File: src/rtl/sinc_pkg.sv
// Shared definitions for the dual-rate sinc decimator.
// Assumes: the speed select is a single bit, where 1 selects the short ratio.
package sinc_pkg;
    typedef enum logic {
        RATE_SLOW = 1'b0,
        RATE_FAST = 1'b1
    } rate_e;
endpackage

File: src/rtl/sinc_integrator.sv
// Cascade of ORDER integrators running at the modulator rate.
// Assumes: ACC_W is wide enough that the comb differences stay exact under wrap-around.
// Maps a 1 bit to +1 and a 0 bit to -1.
module sinc_integrator #(
    parameter int ACC_W = 53,
    parameter int ORDER = 4
) (
    input  logic                    clk,
    input  logic                    rst_n,
    input  logic                    clr,
    input  logic                    en,
    input  logic                    din,
    output logic signed [ACC_W-1:0] acc_out
);
    logic signed [ACC_W-1:0] acc [ORDER];
    logic signed [ACC_W-1:0] sample;

    // Bipolar sample: all-ones (-1) or 1 (+1), sign bits built from the inverted input.
    assign sample = {{(ACC_W-1){~din}}, 1'b1};

    for (genvar g = 0; g < ORDER; g++) begin : g_stage
        // Each stage accumulates the previous stage's registered value on enabled samples.
        always_ff @(posedge clk) begin
            if (!rst_n || clr) begin
                acc[g] <= '0;
            end else if (en) begin
                if (g == 0) acc[g] <= acc[g] + sample;
                else        acc[g] <= acc[g] + acc[(g == 0) ? 0 : g-1];
            end
        end
    end

    assign acc_out = acc[ORDER-1];

    AST_CLR_ZERO: assert property (@(posedge clk) disable iff (!rst_n)
        clr |=> (acc_out == '0));
endmodule

File: src/rtl/sinc_rate_ctrl.sv
// Decimation counter, restart detection and settle tracking.
// Assumes: en is a one-cycle strobe. A speed change is seen as a restart on the first edge
// that samples the new value.
module sinc_rate_ctrl
    import sinc_pkg::*;
#(
    parameter int RATIO_SLOW = 7680,
    parameter int RATIO_FAST = 960,
    parameter int SETTLE_N   = 4
) (
    input  logic clk,
    input  logic rst_n,
    input  logic en,
    input  logic speed,
    output logic clr,
    output logic tick,
    output logic settled
);
    localparam int CNT_W = $clog2(RATIO_SLOW);
    localparam int SET_W = $clog2(SETTLE_N + 1);

    logic             speed_q;
    logic [CNT_W-1:0] cnt;
    logic [CNT_W-1:0] last;
    logic [SET_W-1:0] remain;

    assign clr  = (speed != speed_q);
    assign last = (rate_e'(speed) == RATE_FAST) ? CNT_W'(RATIO_FAST - 1) : CNT_W'(RATIO_SLOW - 1);
    assign tick = en && !clr && (cnt == last);

    // Remember the rate in use, so that a change can be detected.
    always_ff @(posedge clk) begin
        speed_q <= speed;
    end

    // Count enabled samples within one decimation period.
    always_ff @(posedge clk) begin
        if (!rst_n || clr)  cnt <= '0;
        else if (en)        cnt <= tick ? '0 : cnt + 1'b1;
    end

    // Count down the results that are still unsettled after a restart.
    always_ff @(posedge clk) begin
        if (!rst_n || clr) begin
            remain  <= SET_W'(SETTLE_N);
            settled <= 1'b0;
        end else if (tick) begin
            settled <= (remain == '0);
            if (remain != '0) remain <= remain - 1'b1;
        end
    end

    AST_CNT_BOUND: assert property (@(posedge clk) disable iff (!rst_n)
        !clr |-> (cnt <= last));
    AST_CNT_FROZEN: assert property (@(posedge clk) disable iff (!rst_n)
        (!en && !clr) |=> $stable(cnt));
    AST_RESTART_UNSETTLED: assert property (@(posedge clk) disable iff (!rst_n)
        clr |=> !settled);
    AST_SETTLED_HOLD: assert property (@(posedge clk) disable iff (!rst_n)
        (settled && !clr) |=> settled);
endmodule

File: src/rtl/sinc_comb.sv
// Comb cascade evaluated once per decimation tick. It scales the difference by the shift
// of the active rate and clamps it to the signed OUT_W range.
// Assumes: the tick never arrives on a restart cycle.
module sinc_comb #(
    parameter int ACC_W      = 53,
    parameter int ORDER      = 4,
    parameter int OUT_W      = 20,
    parameter int SHIFT_SLOW = 32,
    parameter int SHIFT_FAST = 20
) (
    input  logic                    clk,
    input  logic                    rst_n,
    input  logic                    clr,
    input  logic                    tick,
    input  logic                    speed,
    input  logic signed [ACC_W-1:0] acc_in,
    output logic        [OUT_W-1:0] result,
    output logic                    valid
);
    localparam logic signed [ACC_W-1:0] POS_FS = ACC_W'((64'sd1 <<< (OUT_W-1)) - 64'sd1);
    localparam logic signed [ACC_W-1:0] NEG_FS = -POS_FS - ACC_W'(1);

    logic signed [ACC_W-1:0] dly   [ORDER];
    logic signed [ACC_W-1:0] diff  [ORDER+1];
    logic signed [ACC_W-1:0] scaled;
    logic        [OUT_W-1:0] clamped;

    assign diff[0] = acc_in;

    for (genvar g = 0; g < ORDER; g++) begin : g_comb
        assign diff[g+1] = diff[g] - dly[g];
        // Store each stage input for the next decimation point.
        always_ff @(posedge clk) begin
            if (!rst_n || clr) dly[g] <= '0;
            else if (tick)     dly[g] <= diff[g];
        end
    end

    // Rate-dependent scaling followed by clamping to the asymmetric full-scale codes.
    always_comb begin
        scaled = speed ? (diff[ORDER] >>> SHIFT_FAST) : (diff[ORDER] >>> SHIFT_SLOW);
        if (scaled > POS_FS)      clamped = POS_FS[OUT_W-1:0];
        else if (scaled < NEG_FS) clamped = NEG_FS[OUT_W-1:0];
        else                      clamped = scaled[OUT_W-1:0];
    end

    // Register the result and its one-cycle strobe.
    always_ff @(posedge clk) begin
        if (!rst_n) begin
            result <= '0;
            valid  <= 1'b0;
        end else begin
            valid <= tick;
            if (tick) result <= clamped;
        end
    end

    AST_VALID_SINGLE: assert property (@(posedge clk) disable iff (!rst_n)
        valid |=> !valid);
    AST_RESULT_HOLD: assert property (@(posedge clk) disable iff (!rst_n)
        !tick |=> $stable(result));
endmodule

File: src/rtl/sinc4_decimator.sv
// Top level: dual-rate fourth-order sinc decimator producing clamped OUT_W-bit results.
// Assumes: en marks modulator samples, and speed may change at any time (a change restarts
// the filter).
module sinc4_decimator #(
    parameter int RATIO_SLOW = 7680,
    parameter int RATIO_FAST = 960,
    parameter int ORDER      = 4,
    parameter int OUT_W      = 20,
    parameter int SETTLE_N   = 4
) (
    input  logic             clk,
    input  logic             rst_n,
    input  logic             en,
    input  logic             din,
    input  logic             speed,
    output logic [OUT_W-1:0] result,
    output logic             valid,
    output logic             settled
);
    localparam int ACC_W      = 1 + ORDER * $clog2(RATIO_SLOW);
    localparam int SHIFT_SLOW = ORDER * $clog2(RATIO_SLOW) - OUT_W;
    localparam int SHIFT_FAST = ORDER * $clog2(RATIO_FAST) - OUT_W;

    logic                    clr;
    logic                    tick;
    logic signed [ACC_W-1:0] acc;

    sinc_rate_ctrl #(
        .RATIO_SLOW (RATIO_SLOW),
        .RATIO_FAST (RATIO_FAST),
        .SETTLE_N   (SETTLE_N)
    ) u_ctrl (
        .clk     (clk),
        .rst_n   (rst_n),
        .en      (en),
        .speed   (speed),
        .clr     (clr),
        .tick    (tick),
        .settled (settled)
    );

    sinc_integrator #(
        .ACC_W (ACC_W),
        .ORDER (ORDER)
    ) u_integ (
        .clk     (clk),
        .rst_n   (rst_n),
        .clr     (clr),
        .en      (en),
        .din     (din),
        .acc_out (acc)
    );

    sinc_comb #(
        .ACC_W      (ACC_W),
        .ORDER      (ORDER),
        .OUT_W      (OUT_W),
        .SHIFT_SLOW (SHIFT_SLOW),
        .SHIFT_FAST (SHIFT_FAST)
    ) u_comb (
        .clk    (clk),
        .rst_n  (rst_n),
        .clr    (clr),
        .tick   (tick),
        .speed  (speed),
        .acc_in (acc),
        .result (result),
        .valid  (valid)
    );

    AST_VALID_AFTER_EN: assert property (@(posedge clk) disable iff (!rst_n)
        valid |-> $past(en));
endmodule

File: config.mk
export PLATFORM = sky130hd
export DESIGN_NAME = sinc4_decimator
export DESIGN_NICKNAME = d
export VERILOG_FILES = /design/src/rtl/sinc_pkg.sv /design/src/rtl/sinc_integrator.sv /design/src/rtl/sinc_rate_ctrl.sv /design/src/rtl/sinc_comb.sv /design/src/rtl/sinc4_decimator.sv
export SDC_FILE = /design/constraint.sdc
export NUM_CORES = 1
export LEC_CHECK = 0
export BUFFER_PORTS_ARGS = -buffer_cell sky130_fd_sc_hd__buf_4
export CAP_MARGIN = 25
export CORE_MARGIN = 3
export CORE_UTILIZATION = 70
export DETAILED_ROUTE_END_ITERATION = 7
export HOLD_SLACK_MARGIN = 0.08
export MAX_ROUTING_LAYER = met4
export PLACE_DENSITY = 0.86
export SETUP_SLACK_MARGIN = 0.02
export SLEW_MARGIN = 20
export SYNTH_ARGS = -nofsm -noshare
export SYNTH_HDL_FRONTEND = slang
export SYNTH_SLANG_ARGS = --single-unit
File: constraint.sdc
create_clock -name clk -period 28.4 [get_ports clk]
set_input_delay 5.68 -clock clk [delete_from_list [all_inputs] [get_ports clk]]
set_output_delay 5.68 -clock clk [all_outputs]
set_load 0.03 [all_outputs]
==> load_flow_metrics.sql <==
INSERT INTO impl_metrics (metric_group, metric, value, unit) VALUES
('run_status', 'run_status', 'finished, final reports clean', ''),
('logic_synthesis', 'ys_warn_count', '0', ''),
('drt', 'drt_iter0_drc', '1738', ''),
('die', 'die_w', '237', 'um'),
('clock_network', 'clk_path_buf_depth', '3', ''),
('worst_setup_path', 'worst-r2r-cell-count', '51', ''),
('die', 'die_area', '56300', 'um2'),
('logic_synthesis', 'synth_flop_cell', 'edfxtp_1', ''),
('worst_setup_path', 'endpoint_kind', 'flip-flop', ''),
('sta', 'slew-limit-headroom', '31.2', '%'),
('worst_setup_path', 'cp_data_required_time', '28.93', 'ns'),
('sta', 'setup_repair_after_global_routing_missed_its_margin', 'false', ''),
('worst_setup_path', 'crit_type', 'flip-flop to flip-flop', ''),
('sta', 'fin_tns_setup', '0', 'ns'),
('die', 'num_io_pins', '27', ''),
('clock_network', 'cts_hold_buffers', '0', ''),
('cells_and_area', 'nNetsFinal', '4487', ''),
('drt', 'drc', '0', ''),
('worst_setup_path', 'timing.critical_path.arrival', '12.02', 'ns'),
('cells_and_area', 'n_antenna_cell', '0', ''),
('clock_network', 'h-tree-depth', '2', ''),
('clock_network', 'cts_root_buf', 'clkbuf_16', ''),
('min_path', 'worstHoldPathType', 'flip-flop to flip-flop', ''),
('worst_setup_path', 'crit_path_buf_inv_count', '0', ''),
('run', 'timing.max_cap.violations', '0', ''),
('placed_design', 'globalplace.congestion', '1.00', ''),
('worst_setup_path', 'worst_r2r_startpoint', 'u_integ.acc[1][54]$_SDFFCE_PN0P_', ''),
('sta', 'final_hold_viol_count', '0', ''),
('logic_synthesis', 'ff_latch_count_synth', '463', ''),
('drt', 'vias_per_cell', '6.10', ''),
('min_path', 'worst_hold_startpoint', 'u_ctrl.remain[2]$_SDFFE_PP1P_', ''),
('sta', 'setup_viol', '0', ''),
('clock_network', 'cts-resized-gates', '0', ''),
('placed_design', 'place_inst', '4690', ''),
('global_routing', 'grt_antenna_before_repair', '1', ''),
('placed_design', 'hpwlAfterDp', '56100', 'um'),
('logic_synthesis', 'mean_syn_cell_area', '9.24', 'um2'),
('clock_network', 'post_cts_buffers', '0', ''),
('drt', 'drt-wirelength-per-cell', '16.1', 'um'),
('sta', 'finalWorstSetupSlack', '16.92', 'ns'),
('logic_synthesis', 'synth-edff-count', '424', ''),
('logic_synthesis', 'postSynth.asyncResetShare', '0', '%'),
('global_routing', 'grt_first_pass_wirelength', '130000', 'um'),
('placed_design', 'placement.io_buffers', '26', ''),
('logic_synthesis', 'top_area_cell_type_share_of_the_netlist_area', '34.0', '%'),
('drt', 'drt_wl_total', '77000', 'um'),
('min_path', 'timing.hold.worst_endpoint', 'u_ctrl.remain[2]$_SDFFE_PP1P_', ''),
('sta', 'worst_setup_skew_after_layout', '0.0220', 'ns'),
('logic_synthesis', 'post_synth_num_cell_types', '92', ''),
('logic_synthesis', 'synth.largest_area_cell', 'edfxtp_1', ''),
('placed_design', 'pre_cts_slack', '17.13', 'ns'),
('cells_and_area', 'area_growth', '6.83', '%'),
('sta', 'finalMaxSlewViolations', '0', ''),
('sta', 'worstMarginPinSlew', '1.03', 'ns'),
('logic_synthesis', 'synth-seq-area-share', '36.1', '%'),
('logic_synthesis', 'syn_inst', '4053', ''),
('clock_network', 'clk-insertion-delay-late', '0.62', 'ns'),
('clock_network', 'clk_pin_slew_worst_paths', '0.06', 'ns'),
('cells_and_area', 'postLayoutCoreUtil', '75.8', '%'),
('clock_network', 'cts.sink_count', '463', ''),
('die', 'initial_utilization', '71.0', '%'),
('clock_network', 'tritoncts', 'done', ''),
('global_routing', 'global_route_usage_sum', '27.9', '%'),
('logic_synthesis', 'netlist_area_pre_place', '37500', 'um2'),
('logic_synthesis', 'synth_fp_nets', '4482', ''),
('die', 'die-height', '237', 'um'),
('clock_network', 'cts_made_buffers', '53', ''),
('logic_synthesis', 'yosys-top-cells-area', 'edfxtp_1, ha_1, xnor2_1, a21o_1, a21oi_1', ''),
('worst_setup_path', 'regToRegSetupSlack', '16.92', 'ns'),
('sta', 'finalCriticalPeriod', '11.48', 'ns'),
('global_routing', 'via_count_of_the_first_global_routing_pass', '27952', '');
[synth_stat cells (66+ instances only)]
cell type and instances:
clkbuf_1 84, a21o_1 245, xnor2_1 218, and3_1 102, inv_1 313, o21ai_0 218, nand2b_1 66, and2_1 152
nand2_1 186, edfxtp_1 424, nand3_1 80, a21oi_1 361, xor2_1 147, nor2_1 366, ha_1 417
[layout make-up]
| cell class | instances | area (um2) |
|---|---|---|
| clock inverter | 30 | 285 |
| timing repair buffer | 39 | 318 |
| inverter | 314 | 1180 |
| multi-input combinational | 3187 | 22400 |
| tap | 688 | 861 |
| clock buffer | 68 | 1420 |
| fill | 3754 | 12700 |
| sequential | 463 | 13500 |
[flip-flops by register name (all words and copies together), names as in the netlist]
name and cells:
u_comb.dly 212, u_integ.acc 212, u_comb.result 20, u_ctrl.cnt 13, u_ctrl.remain 3, u_comb.valid 1, u_ctrl.settled 1, u_ctrl.speed_q 1
[kinds of logic (layout without fill, tap and decap cells)]
family | after synthesis | after routing | synth area share [%]
compound gates | 1217 | 1217 | 21.1
simple gates | 1173 | 1173 | 15.6
flops | 463 | 463 | 36.1
fa+ha+maj | 424 | 424 | 14.3
buf+inv | 403 | 451 | 4.09
xor+xnor | 367 | 367 | 8.64
mux | 6 | 6 | 0.170
[placed cells by master (no fill, tap or decap), types with 14 or more instances in the layout]
master     netlist  layout
ha_1           417     417
clkinv_1         0      15
nand4_1         37      37
nor2b_1         56      56
dfxtp_1         39      39
nor2_1         366     366
o21ai_1         15      15
xor2_1         147     147
nand2b_1        66      66
xnor2_1        218     218
a21boi_0        15      15
o31ai_1         16      16
a31oi_1         38      38
nand3_1         80      80
or2_2           14      14
and2_1         152     152
nand2_1        186     183
or3_1           14      14
edfxtp_1       424     424
o21a_1          48      48
a211oi_1        33      33
buf_4            2      37
o211ai_1        18      18
o21ai_0        218     218
and3_1         102     101
o21bai_1        58      58
a21o_1         245     245
clkbuf_16        0      54
a21oi_1        361     361
nor3_1          62      62
inv_1          313     311
[metal layers]
layer	share of wire (%)	track usage [%]	routed length, um	vias up
met5	0	-	0	-
met4	3.1	9.72	2380	0
met3	4.0	2.73	3120	180
met2	49	48.3	37600	676
met1	44	34.3	33900	13532
li1	-	-	-	14803
[per-stage QoR]
stage	hold WS, ns	instance area, um2
finish	0.493	40000
CTS	0.498	40000
global placement	0.484	38300
floorplan	0.460	37500
global route	0.526	40000
detailed placement	0.479	38300
[worst max-delay path by stage]
stage / start / end / slack [ns] / depth (start not counted)
6_report: u_integ.acc[1][54]$_SDFFCE_PN0P_ / u_comb.result[3]$_SDFFE_PN0P_ / 16.92 / 51
5_1_grt: u_comb.dly[0][1]$_SDFFCE_PN0P_ / u_comb.result[4]$_SDFFE_PN0P_ / 15.84 / 52
4_1_cts: u_integ.acc[1][54]$_SDFFCE_PN0P_ / u_comb.result[3]$_SDFFE_PN0P_ / 17.03 / 50
3_3_place_gp: u_integ.acc[1][54]$_SDFFCE_PN0P_ / u_comb.result[18]$_SDFFE_PN0P_ / 17.36 / 50
2_1_floorplan: speed / u_comb.dly[0][0]$_SDFFCE_PN0P_ / 15.16 / 7
3_5_place_dp: u_integ.acc[1][54]$_SDFFCE_PN0P_ / u_comb.result[3]$_SDFFE_PN0P_ / 17.13 / 50
[worst min-delay path, stage by stage, from the launching register on]
cell,delay [ns]
dfxtp_1,0.32
o21ai_0,0.08
nand2_1,0.06
Power is not shown: default switching activity piles up to over one toggle a cycle in this logic, so the estimate is an artifact.
